**src/rtl/sia_pkg.sv**
```systemverilog
package sia_pkg;
  localparam int DATA_W      = 8;
  localparam int ADDR_COMMON = 0;
  localparam int ADDR_MASK   = 1;
  localparam int ADDR_SOCK0  = 2;
  localparam int BIT_CONFL   = 7;
  localparam int BIT_UNRCH   = 6;
  localparam int MAX_SOCK    = 6;
endpackage

```
**src/rtl/sia_w1c_reg.sv**
```systemverilog
module sia_w1c_reg #(
  parameter int W = 8
) (
  input  logic         clk,
  input  logic         rst,
  input  logic [W-1:0] set_i,
  input  logic [W-1:0] clr_i,
  output logic [W-1:0] q_o
);
  always_ff @(posedge clk) begin
    if (rst) q_o <= '0;
    else     q_o <= (q_o & ~clr_i) | set_i;   // set has priority
  end
endmodule

```
**src/rtl/sia_irq_gate.sv**
```systemverilog
module sia_irq_gate #(
  parameter int W = 8
) (
  input  logic         clk,
  input  logic         rst,
  input  logic [W-1:0] stat_i,
  input  logic [W-1:0] mask_i,
  output logic         irq_n_o
);
  always_ff @(posedge clk) begin
    if (rst) irq_n_o <= 1'b1;
    else     irq_n_o <= ~|(stat_i & mask_i);
  end
endmodule

```
**src/rtl/sock_irq_agg.sv**
```systemverilog
module sock_irq_agg
  import sia_pkg::*;
#(
  parameter int NUM_SOCK = 4,
  parameter int EVT_W    = 7,
  parameter int ADDR_W   = 4
) (
  input  logic                      clk,
  input  logic                      rst,
  input  logic                      reg_we,
  input  logic [ADDR_W-1:0]         reg_addr,
  input  logic [DATA_W-1:0]         reg_wdata,
  output logic [DATA_W-1:0]         reg_rdata,
  input  logic [NUM_SOCK*EVT_W-1:0] sock_evt,
  input  logic                      conflict_evt,
  input  logic                      unreach_evt,
  output logic                      irq_n
);
  localparam int PAD_W  = BIT_UNRCH - NUM_SOCK;
  localparam int SPAD_W = DATA_W - EVT_W;

  initial begin
    if (NUM_SOCK > MAX_SOCK || NUM_SOCK < 1) $error("NUM_SOCK out of range");
    if (EVT_W > DATA_W) $error("EVT_W wider than data");
  end

  logic [NUM_SOCK*EVT_W-1:0] stat_flat;
  logic [NUM_SOCK-1:0]       summary;
  logic [1:0]                glob_q;
  logic [DATA_W-1:0]         common_v;
  logic [DATA_W-1:0]         mask_q;
  logic [DATA_W-1:0]         rd_next;

  wire wr_common = reg_we && (reg_addr == ADDR_W'(ADDR_COMMON));
  wire wr_mask   = reg_we && (reg_addr == ADDR_W'(ADDR_MASK));

  // per-socket status registers
  for (genvar s = 0; s < NUM_SOCK; s++) begin : g_sock
    logic             wr_hit;
    logic [EVT_W-1:0] clr;
    assign wr_hit = reg_we && (reg_addr == ADDR_W'(ADDR_SOCK0 + s));
    assign clr    = wr_hit ? reg_wdata[EVT_W-1:0] : '0;
    sia_w1c_reg #(.W(EVT_W)) u_stat (
      .clk  (clk),
      .rst  (rst),
      .set_i(sock_evt[s*EVT_W +: EVT_W]),
      .clr_i(clr),
      .q_o  (stat_flat[s*EVT_W +: EVT_W])
    );
    assign summary[s] = |stat_flat[s*EVT_W +: EVT_W];
  end

  // global flags: [1] conflict, [0] unreachable
  sia_w1c_reg #(.W(2)) u_glob (
    .clk  (clk),
    .rst  (rst),
    .set_i({conflict_evt, unreach_evt}),
    .clr_i(wr_common ? {reg_wdata[BIT_CONFL], reg_wdata[BIT_UNRCH]} : 2'b00),
    .q_o  (glob_q)
  );

  generate
    if (PAD_W > 0) begin : g_pad
      assign common_v = {glob_q, {PAD_W{1'b0}}, summary};
    end else begin : g_nopad
      assign common_v = {glob_q, summary};
    end
  endgenerate

  always_ff @(posedge clk) begin
    if (rst)          mask_q <= '0;
    else if (wr_mask) mask_q <= reg_wdata;
  end

  sia_irq_gate #(.W(DATA_W)) u_gate (
    .clk    (clk),
    .rst    (rst),
    .stat_i (common_v),
    .mask_i (mask_q),
    .irq_n_o(irq_n)
  );

  // read path
  always_comb begin
    rd_next = '0;
    if (reg_addr == ADDR_W'(ADDR_COMMON)) rd_next = common_v;
    if (reg_addr == ADDR_W'(ADDR_MASK))   rd_next = mask_q;
    for (int s = 0; s < NUM_SOCK; s++) begin
      if (reg_addr == ADDR_W'(ADDR_SOCK0 + s))
        rd_next = DATA_W'({{SPAD_W{1'b0}}, stat_flat[s*EVT_W +: EVT_W]});
    end
  end

  always_ff @(posedge clk) begin
    if (rst) reg_rdata <= '0;
    else     reg_rdata <= rd_next;
  end
endmodule

```
**config.mk**
```make
export PLATFORM = sky130hd
export DESIGN_NAME = sock_irq_agg
export DESIGN_NICKNAME = d
export VERILOG_FILES = /design/src/rtl/sia_pkg.sv /design/src/rtl/sia_w1c_reg.sv /design/src/rtl/sia_irq_gate.sv /design/src/rtl/sock_irq_agg.sv
export SDC_FILE = /design/constraint.sdc
export NUM_CORES = 1
export LEC_CHECK = 0
export ABC_AREA = 1
export BUFFER_PORTS_ARGS = -buffer_cell sky130_fd_sc_hd__buf_2
export CAP_MARGIN = 20
export CORE_ASPECT_RATIO = 1.75
export CORE_MARGIN = 1.5
export CORE_UTILIZATION = 56
export CTS_CLUSTER_DIAMETER = 100
export DETAILED_ROUTE_END_ITERATION = 7
export PLACE_DENSITY = 0.82
export SYNTH_ARGS = -nofsm -noshare
export SYNTH_HDL_FRONTEND = slang
export SYNTH_SLANG_ARGS = --single-unit
```
**constraint.sdc**
```tcl
create_clock -name clk -period 2.2 [get_ports clk]
set_clock_uncertainty 0.05 [all_clocks]
set_input_delay 0.33 -clock clk [delete_from_list [all_inputs] [get_ports clk]]
set_output_delay 0.33 -clock clk [all_outputs]
set_load 0.005 [all_outputs]
```
==> results of run 1 <==
flip-flops by register name, indices dropped and copies added (netlist names):
register and count:
u_glob.q_o 2, reg_rdata 8, u_gate.irq_n_o 1, g_sock.u_stat.q_o 28, mask_q 8
worst max-delay path, cell delays in order:
cell     delay [ps]
buf_2           110
nor2_2          170
nand2_1         120
nor2_2          370
nand3_1         130
a21oi_1         150
nor2_1           50
metrics by stage:
step / hold WS [ps] / setup WS [ps] / power [uW]
global route: 181 / 736 / 1810
floorplan: 380 / 949 / 1060
CTS: 181 / 877 / 1750
detailed placement: 403 / 569 / 1150
finish: 182 / 883 / 1740
global placement: 401 / 598 / 1150
layer usage:
metal | wire (microns) | track usage, % | vias up
met2 | 2820 | 50.7 | 67
met4 | 86 | 10.6 | 0
met3 | 244 | 3.38 | 7
met5 | 0 | 0 | -
met1 | 2130 | 30.5 | 967
li1 | - | - | 1096
cell usage after synthesis:
master	n
inv_2	2
o21ai_0	16
nor2_4	4
clkbuf_1	6
nand3_1	34
inv_1	17
a21oi_1	41
nand2_1	60
buf_1	1
dfxtp_1	47
nand2_2	3
nor2_2	3
nor2_1	67
nand4_1	1
buf_2	1
o21ai_1	2
buf_6	4
power by group:
| group | internal, uW | total (uW) | switching, uW |
|---|---|---|---|
| Sequential | 899 | 932 | 32.5 |
| Combinational | 81.5 | 202 | 120 |
| Clock | 333 | 608 | 274 |
| Total | 1310 | 1740 | 427 |
cell families (layout without fill, tap and decap cells):
group	count (synthesis)	count (layout)	synth area share (%)
buffers and inverters	31	81	6.97
AO/OA/AOI/OAI	59	59	13.9
flip-flops	47	47	44.4
AND/OR/NAND/NOR	172	172	34.7
area by class of cell:
class	instances	area [sq um]	share of cell area (%)
multi-input combinational	231	1030	41.5
timing repair buffer	55	280	11.3
sequential	47	941	37.9
clock buffer	6	72.6	2.92
clock inverter	1	30.0	1.21
inverter	19	71.3	2.87
tap	46	57.6	2.32
worst paths after layout:
check	startpoint	to	slack [ps]	cells past startpoint
worst max register to register	g_sock[0].u_stat.q_o[5]	reg_rdata[0]	1040	6
worst min register to register	mask_q[4]	mask_q[4]	420	2
worst max-delay path	reg_addr[2]	g_sock[0].u_stat.q_o[5]	880	7
worst min-delay path	sock_evt[19]	g_sock[2].u_stat.q_o[5]	180	3
==> impl_metrics.tcl, run 1 <==
set metrics [dict create \
    status "completed" \
    via_per_inst 5.28 \
    cts_hold_buf 0 \
    cts_resized 0 \
    nNetsFinal 404 \
    hpwl_microns 3900 \
    antenna_found_initial 0 \
    grt_pass1_wl_microns 8760 \
    fin_area_sq_mm 0.00248 \
    drive_gt1_share_pct 20.3 \
    worst_slew_pin_slew_ps 450 \
    start_util_pct 58.4 \
    syn_inst 309 \
    n_antenna_cell 0 \
    worstPathArrival_ps 1440 \
    cts_max_path_buffers 2 \
    postPlaceCellArea_sq_mm 0.00238 \
    drt_first_pass_iters 5 \
    rsz0062_at_grt "false" \
    wirelength_microns 5280 \
    area_growth_pct 17.2 \
    synth_top_area_share_pct 44.4 \
    setup-tns-final_ps 0 \
    place_inst 398 \
    max_freq_ghz 0.760 \
    syn_area_per_cell_sq_um 6.86 \
    cts_setup_buffers 0 \
    drcViolationCount 0 \
    ctsHtreeMaxLevel 2 \
    synth.area.top_cells "dfxtp_1 44%, nor2_1 12%, nand2_1 11%, a21oi_1 9.7%, nand3_1 8.0%" \
    holdCritPathClass "input pin to flip-flop" \
    post-route-period-util_pct 59.8 \
    die-area_sq_mm 0.00418 \
    numCtsBuffers 5 \
    ys_seq_area_share_pct 44.4 \
    fp.dieW_microns 49.5 \
    power_density_mw_per_mm2 701 \
    core-area_sq_mm 0.00363 \
    ctsRootBufferMaster "clkbuf_8" \
    cts_tree "done" \
    path_clk_slew_ps 80 \
    clock_latency_ps 300 \
    slew_viol_final 0 \
    cts_sinks 47 \
    cp-end-kind "flip-flop" \
    final_common_cell "nor2_1" \
    overflow 0 \
    max-vdd-ir-drop_v 0.000569 \
    critPathKind "input pin to flip-flop" \
    netlist_area_sq_mm 0.00212 \
    finalSetupViolations 0 \
    ios 54 \
    grt.total_usage_pct 27.2 \
    leakagePower_uw 0.00110 \
    drtIter0Drc 80 \
    die_h_microns 84.4 \
    hold_viol 0 \
    synth_top_area_cell "dfxtp_1" \
    num_vias 2137 \
    syn_nets 354 \
    numPortBuffers 53 \
    required_ps 2320 \
    synth_cell_types 17 \
    drv_cap 0 \
    final_cells 405 \
    crit_path_max_fanout 12 \
    num_rows 29 \
    yosys_warnings 0 \
    final_util_pct 68.4 \
    grt_max_degree 23 \
    postRouteAntennaNets 0 \
    wl_per_cell_microns 13.0 \
    gp_congestion 0.881 \
    final_cell_mix "67 x nor2_1, 60 x nand2_1, 53 x buf_2, 47 x dfxtp_1, 41 x a21oi_1" \
    slew_headroom_pct 70.0 \
    synth-seq-cells 47 \
    fin_crit_ps 1320 \
    grt_pass1_vias 2003 \
    startpoint_type "input pin" \
    fill_cells 341 \
]
Power figures use the tool's default switching activity.
==> run 2: changes to the inputs <==
CORE_UTILIZATION = 47   (was 56)
PLACE_DENSITY = 0.73   (was 0.82)
clock period = 1.1 ns   (was 2.2 ns; I/O delays follow)
==> impl_metrics.tcl, run 2 (synthesis results as in run 1) <==
set metrics [dict create \
    regMostFlops "g_sock.u_stat.q_o" \
    leakagePower_uw 0.00125 \
    required_ps 1300 \
    finalWorstSetupSlack_ps 6.76 \
    grt_pass1_wl_microns 9340 \
    crit_path_max_fanout 2 \
    final_util_pct 63.4 \
    cts_sinks 47 \
    antenna_found_initial 0 \
    start_util_pct 48.6 \
    drive_gt1_share_pct 32.3 \
    ff2ff_setup_slack_ps 7 \
    slew_viol_final 0 \
    cts_tree "done" \
    max_stage_delay_ps 320 \
    hpwl_microns 4410 \
    whs_path_depth 3 \
    reg.largest.list "g_sock.u_stat.q_o (28), mask_q (8), reg_rdata (8)" \
    drcViolationCount 0 \
    path_clk_slew_ps 90 \
    fin_crit_ps 1090 \
    largest_reg_flops 28 \
    grt_pass1_vias 2113 \
    fp.dieW_microns 53.8 \
    drv_cap 0 \
    drt_first_pass_iters 4 \
    max-vdd-ir-drop_v 0.00111 \
    clockPowerShare_pct 32.5 \
    worst_slew_pin_slew_ps 320 \
    crit_chain "nor2_2 -> nand2_1 -> nor2_1 -> nor2_1 -> nor2_1 -> nand3_1 -> nand2_1" \
    combPwrFrac_pct 14.3 \
    num_rows 32 \
    postPlaceCellArea_sq_mm 0.00260 \
    r2r_cells 7 \
    crit_top_cell "nor2_1" \
    die-area_sq_mm 0.00494 \
    final_cell_mix "58 x nand2_1, 58 x nor2_1, 53 x buf_2, 41 x a21oi_1, 36 x dfxtp_1" \
    power_density_mw_per_mm2 1270 \
    n_antenna_cell 0 \
    ctsHtreeMaxLevel 2 \
    fin_area_sq_mm 0.00277 \
    cts_max_path_buffers 2 \
    wirelength_microns 5670 \
    startpoint_type "flip-flop" \
    crit_path_top_delay_cell "dfxtp_1" \
    clock_latency_ps 300 \
    ctsRootBufferMaster "clkbuf_8" \
    holdCritPathClass "input pin to flip-flop" \
    hold_end "g_sock[0].u_stat.q_o[1]" \
    ios 54 \
    p_switching_uw 914 \
    overflow 0 \
    gp_congestion 0.878 \
    p_int_uw 2610 \
    finalSetupViolations 0 \
    critPathKind "flip-flop to flip-flop" \
    status "completed" \
    post-route-period-util_pct 99.4 \
    numPortBuffers 53 \
    reg2reg_from "g_sock[1].u_stat.q_o[5]" \
    max_freq_ghz 0.915 \
    switching_share_pct 25.9 \
    area_growth_pct 30.6 \
    slew_headroom_pct 78.7 \
    postRouteAntennaNets 0 \
    core-area_sq_mm 0.00436 \
    die_h_microns 91.8 \
    via_per_inst 5.08 \
    min-delay-start "sock_evt[1]" \
    worstPathArrival_ps 1290 \
    grt_max_degree 18 \
    nNetsFinal 431 \
    grt.total_usage_pct 25.6 \
    rsz0062_at_grt "true" \
    numCtsBuffers 5 \
    hold_viol 0 \
    startpoint "g_sock[1].u_stat.q_o[5]" \
    num_vias 2224 \
    fill_cells 431 \
    r2r-end "u_gate.irq_n_o" \
    p_seq_share_pct 53.1 \
    power_uw 3530 \
    wl_per_cell_microns 13.0 \
    drtIter0Drc 61 \
    cp-end-kind "flip-flop" \
    pre_cts_ws_ps -190 \
]
-- run 2: cell count changes in the layout (fill, tap and decap cells not counted), sizes merged --
cell and change:
bufinv -1, clkbuf +1, buf +27, clkinvlp +1
-- run 2: area by class of cell --
| cell class | count | area (sq um) | area share [%] |
|---|---|---|---|
| inverter | 19 | 71.3 | 2.58 |
| clock buffer | 7 | 96.3 | 3.48 |
| clock inverter | 1 | 7.51 | 0.271 |
| sequential | 47 | 955 | 34.5 |
| timing repair buffer | 82 | 508 | 18.3 |
| tap | 51 | 63.8 | 2.30 |
| multi-input combinational | 231 | 1070 | 38.5 |
-- run 2: routing by layer --
metal	part of all wire (%)	up-vias	wire length, microns	track usage, %
met5	0	-	0	0
li1	-	1151	-	-
met1	40	1005	2250	29.9
met4	1.8	0	102	9.40
met3	5.0	9	285	5.70
met2	54	59	3040	43.5
-- run 2: power groups by stage --
stage	logic [uW]	registers (uW)	clock network (uW)
2_1_floorplan	235	1890	0
3_3_place_gp	472	1890	0
3_5_place_dp	479	1900	0
4_1_cts	481	1860	1170
5_1_grt	563	1890	1250
6_report	505	1870	1150
-- run 2: what timing repair did --
action / in CTS / in global routing
hold buffers: 0 / 0
buffers inserted: 0 / 2
gates resized for setup: 0 / 30
pin swaps: 1 / 13
endpoints found under the setup margin: 1 / 6
-- run 2: worst max path at each step --
stage,cells past startpoint,slack (ps),endpoint
6_report,7,7,u_gate.irq_n_o
2_1_floorplan,7,10,g_sock[0].u_stat.q_o[0]
3_3_place_gp,8,-140,g_sock[2].u_stat.q_o[3]
5_1_grt,6,-90,reg_rdata[2]
4_1_cts,6,5,reg_rdata[0]
3_5_place_dp,8,-190,g_sock[0].u_stat.q_o[4]
-- run 2: stage by stage --
| step | setup TNS (ps) | instances | hold WS [ps] |
|---|---|---|---|
| 2_1_floorplan | 0 | 309 | 232 |
| 3_3_place_gp | -3860 | 428 | 318 |
| 4_1_cts | 0 | 436 | 5.86 |
| 3_5_place_dp | -5050 | 428 | 324 |
| 5_1_grt | -225 | 438 | 12.4 |
| 6_report | 0 | 438 | 12.0 |
-- run 2: worst max-delay path: cells and delay by family (launching register included) --
| family | cells | cell delay, ps |
|---|---|---|
| DFF | 1 | 320 |
| and+or+nand+nor | 7 | 680 |
==> run 3: changes to the inputs <==
PLACE_DENSITY = 0.87   (was 0.73)
==> impl_metrics.tcl, run 3 (synthesis results as in run 1) <==
set metrics [dict create \
    cts_hold_buf 0 \
    cp-end-kind "flip-flop" \
    pre_cts_ws_ps -173 \
    worstPathArrival_ps 1250 \
    final_cell_mix "60 x nor2_1, 56 x nand2_1, 53 x buf_2, 41 x a21oi_1, 40 x dfxtp_1" \
    largest_reg_flops 28 \
    die_h_microns 91.8 \
    startpoint_type "flip-flop" \
    postPlaceCellArea_sq_mm 0.00257 \
    area_growth_pct 27.1 \
    max_stage_delay_ps 340 \
    num_vias 2273 \
    wl_per_cell_microns 13.2 \
    max-vdd-ir-drop_v 0.000938 \
    holdCritPathClass "input pin to flip-flop" \
    start_util_pct 48.6 \
    p_int_uw 2470 \
    antenna_found_initial 0 \
    n_antenna_cell 0 \
    ctsHtreeMaxLevel 2 \
    drcViolationCount 0 \
    grt_pass1_wl_microns 8960 \
    reg.largest.list "g_sock.u_stat.q_o (28), mask_q (8), reg_rdata (8)" \
    num_rows 32 \
    cts_sinks 47 \
    post-route-period-util_pct 99.4 \
    crit_path_top_delay_cell "dfxtp_2" \
    critPathKind "flip-flop to flip-flop" \
    crit_top_cell "nor2_1" \
    final_common_cell "nor2_1" \
    drv_cap 0 \
    cts_max_path_buffers 2 \
    core-area_sq_mm 0.00436 \
    slew_viol_final 0 \
    crit_chain "nor2_4 -> nand2_2 -> o21ai_2 -> nand3_1 -> nor2_1 -> nor2_1" \
    ios 54 \
    wirelength_microns 5670 \
    ff2ff_setup_slack_ps 6 \
    worst_slew_pin_slew_ps 337 \
    crit_path_max_fanout 2 \
    hold_end "g_sock[2].u_stat.q_o[2]" \
    reg2reg_from "g_sock[3].u_stat.q_o[4]" \
    r2r_cells 6 \
    finalSetupViolations 0 \
    gp_congestion 0.899 \
    cts_tree "done" \
    postRouteAntennaNets 0 \
    rsz0062_at_grt "true" \
    switching_share_pct 26.9 \
    drt_first_pass_iters 4 \
    die-area_sq_mm 0.00494 \
    ctsRootBufferMaster "clkbuf_8" \
    hold_viol 0 \
    crit_family "simple AND/OR/NAND/NOR gates" \
    slew_headroom_pct 77.5 \
    drive_gt1_share_pct 29.3 \
    p_switching_uw 909 \
    path_depth 6 \
    numCtsBuffers 5 \
    max_freq_ghz 0.914 \
    whs_path_depth 3 \
    grt_max_degree 23 \
    power_density_mw_per_mm2 1250 \
    via_per_inst 5.29 \
    numPortBuffers 53 \
    path_clk_slew_ps 80 \
    leakagePower_uw 0.00120 \
    final_util_pct 61.7 \
    fin_crit_ps 1090 \
    fin_area_sq_mm 0.00269 \
    drtIter0Drc 54 \
    required_ps 1260 \
    grt.total_usage_pct 24.6 \
    clockPowerShare_pct 30.1 \
    status "completed" \
    power_uw 3380 \
    combPwrFrac_pct 14.4 \
    clock_latency_ps 310 \
    p_seq_share_pct 55.5 \
    r2r-end "reg_rdata[3]" \
    min-delay-start "sock_evt[16]" \
    crit_buf_inv 0 \
    regMostFlops "g_sock.u_stat.q_o" \
    fp.dieW_microns 53.8 \
    grt_pass1_vias 2006 \
    hpwl_microns 4260 \
    nNetsFinal 423 \
    overflow 0 \
    finalWorstSetupSlack_ps 6.24 \
]
==> run 3: power by group through the flow <==
stage	clock, uW	combinational [uW]	sequential, uW
final	1020	487	1870
after global routing	1070	543	1890
after CTS	1020	469	1860
after detailed placement	0	466	1900
after global placement	0	455	1900
after floorplan	0	235	1890
==> run 3: worst min-delay path, delay by kind of cell <==
kind	cells	cell delay [ps]
buf+inv	1	70
compound gates	1	30
simple gates	1	60
==> run 3: cell type report <==
cell class                 count  area (sq um)
clock inverter                 1          5.00
sequential                    47           950
clock buffer                   7          76.3
multi-input combinational    231          1070
inverter                      19          71.3
fill                         415          1670
timing repair buffer          74           460
tap                           51          63.8
==> run 3: worst max-delay path by stage <==
stage,from,end,slack (ps)
2_1_floorplan,reg_addr[2],g_sock[0].u_stat.q_o[0],10
3_3_place_gp,reg_addr[2],g_sock[2].u_stat.q_o[4],-140
3_5_place_dp,reg_addr[2],g_sock[2].u_stat.q_o[4],-170
4_1_cts,g_sock[3].u_stat.q_o[5],reg_rdata[3],10
5_1_grt,g_sock[0].u_stat.q_o[5],u_gate.irq_n_o,-70
6_report,g_sock[3].u_stat.q_o[4],reg_rdata[3],6
==> run 3: metal layers <==
layer,vias to the layer above,part of all wire (%),global-route usage [%]
met5,-,0,0
li1,1136,-,-
met3,25,5.7,4.23
met2,86,52,41.6
met4,0,4.3,13.0
met1,1026,38,28.0
==> run 3: per-stage QoR <==
step           setup TNS [ps]  hold WS, ps  cells
3_3_place_gp            -3300          318    422
2_1_floorplan               0          232    309
6_report                    0         4.00    430
5_1_grt                  -241         14.2    430
4_1_cts                     0         11.2    430
3_5_place_dp            -4490          325    422
==> run 3: what timing repair did <==
item,in CTS,in global routing
pin swaps,1,18
endpoints found under the setup margin,1,8
buffers inserted,0,0
resized for setup,2,24
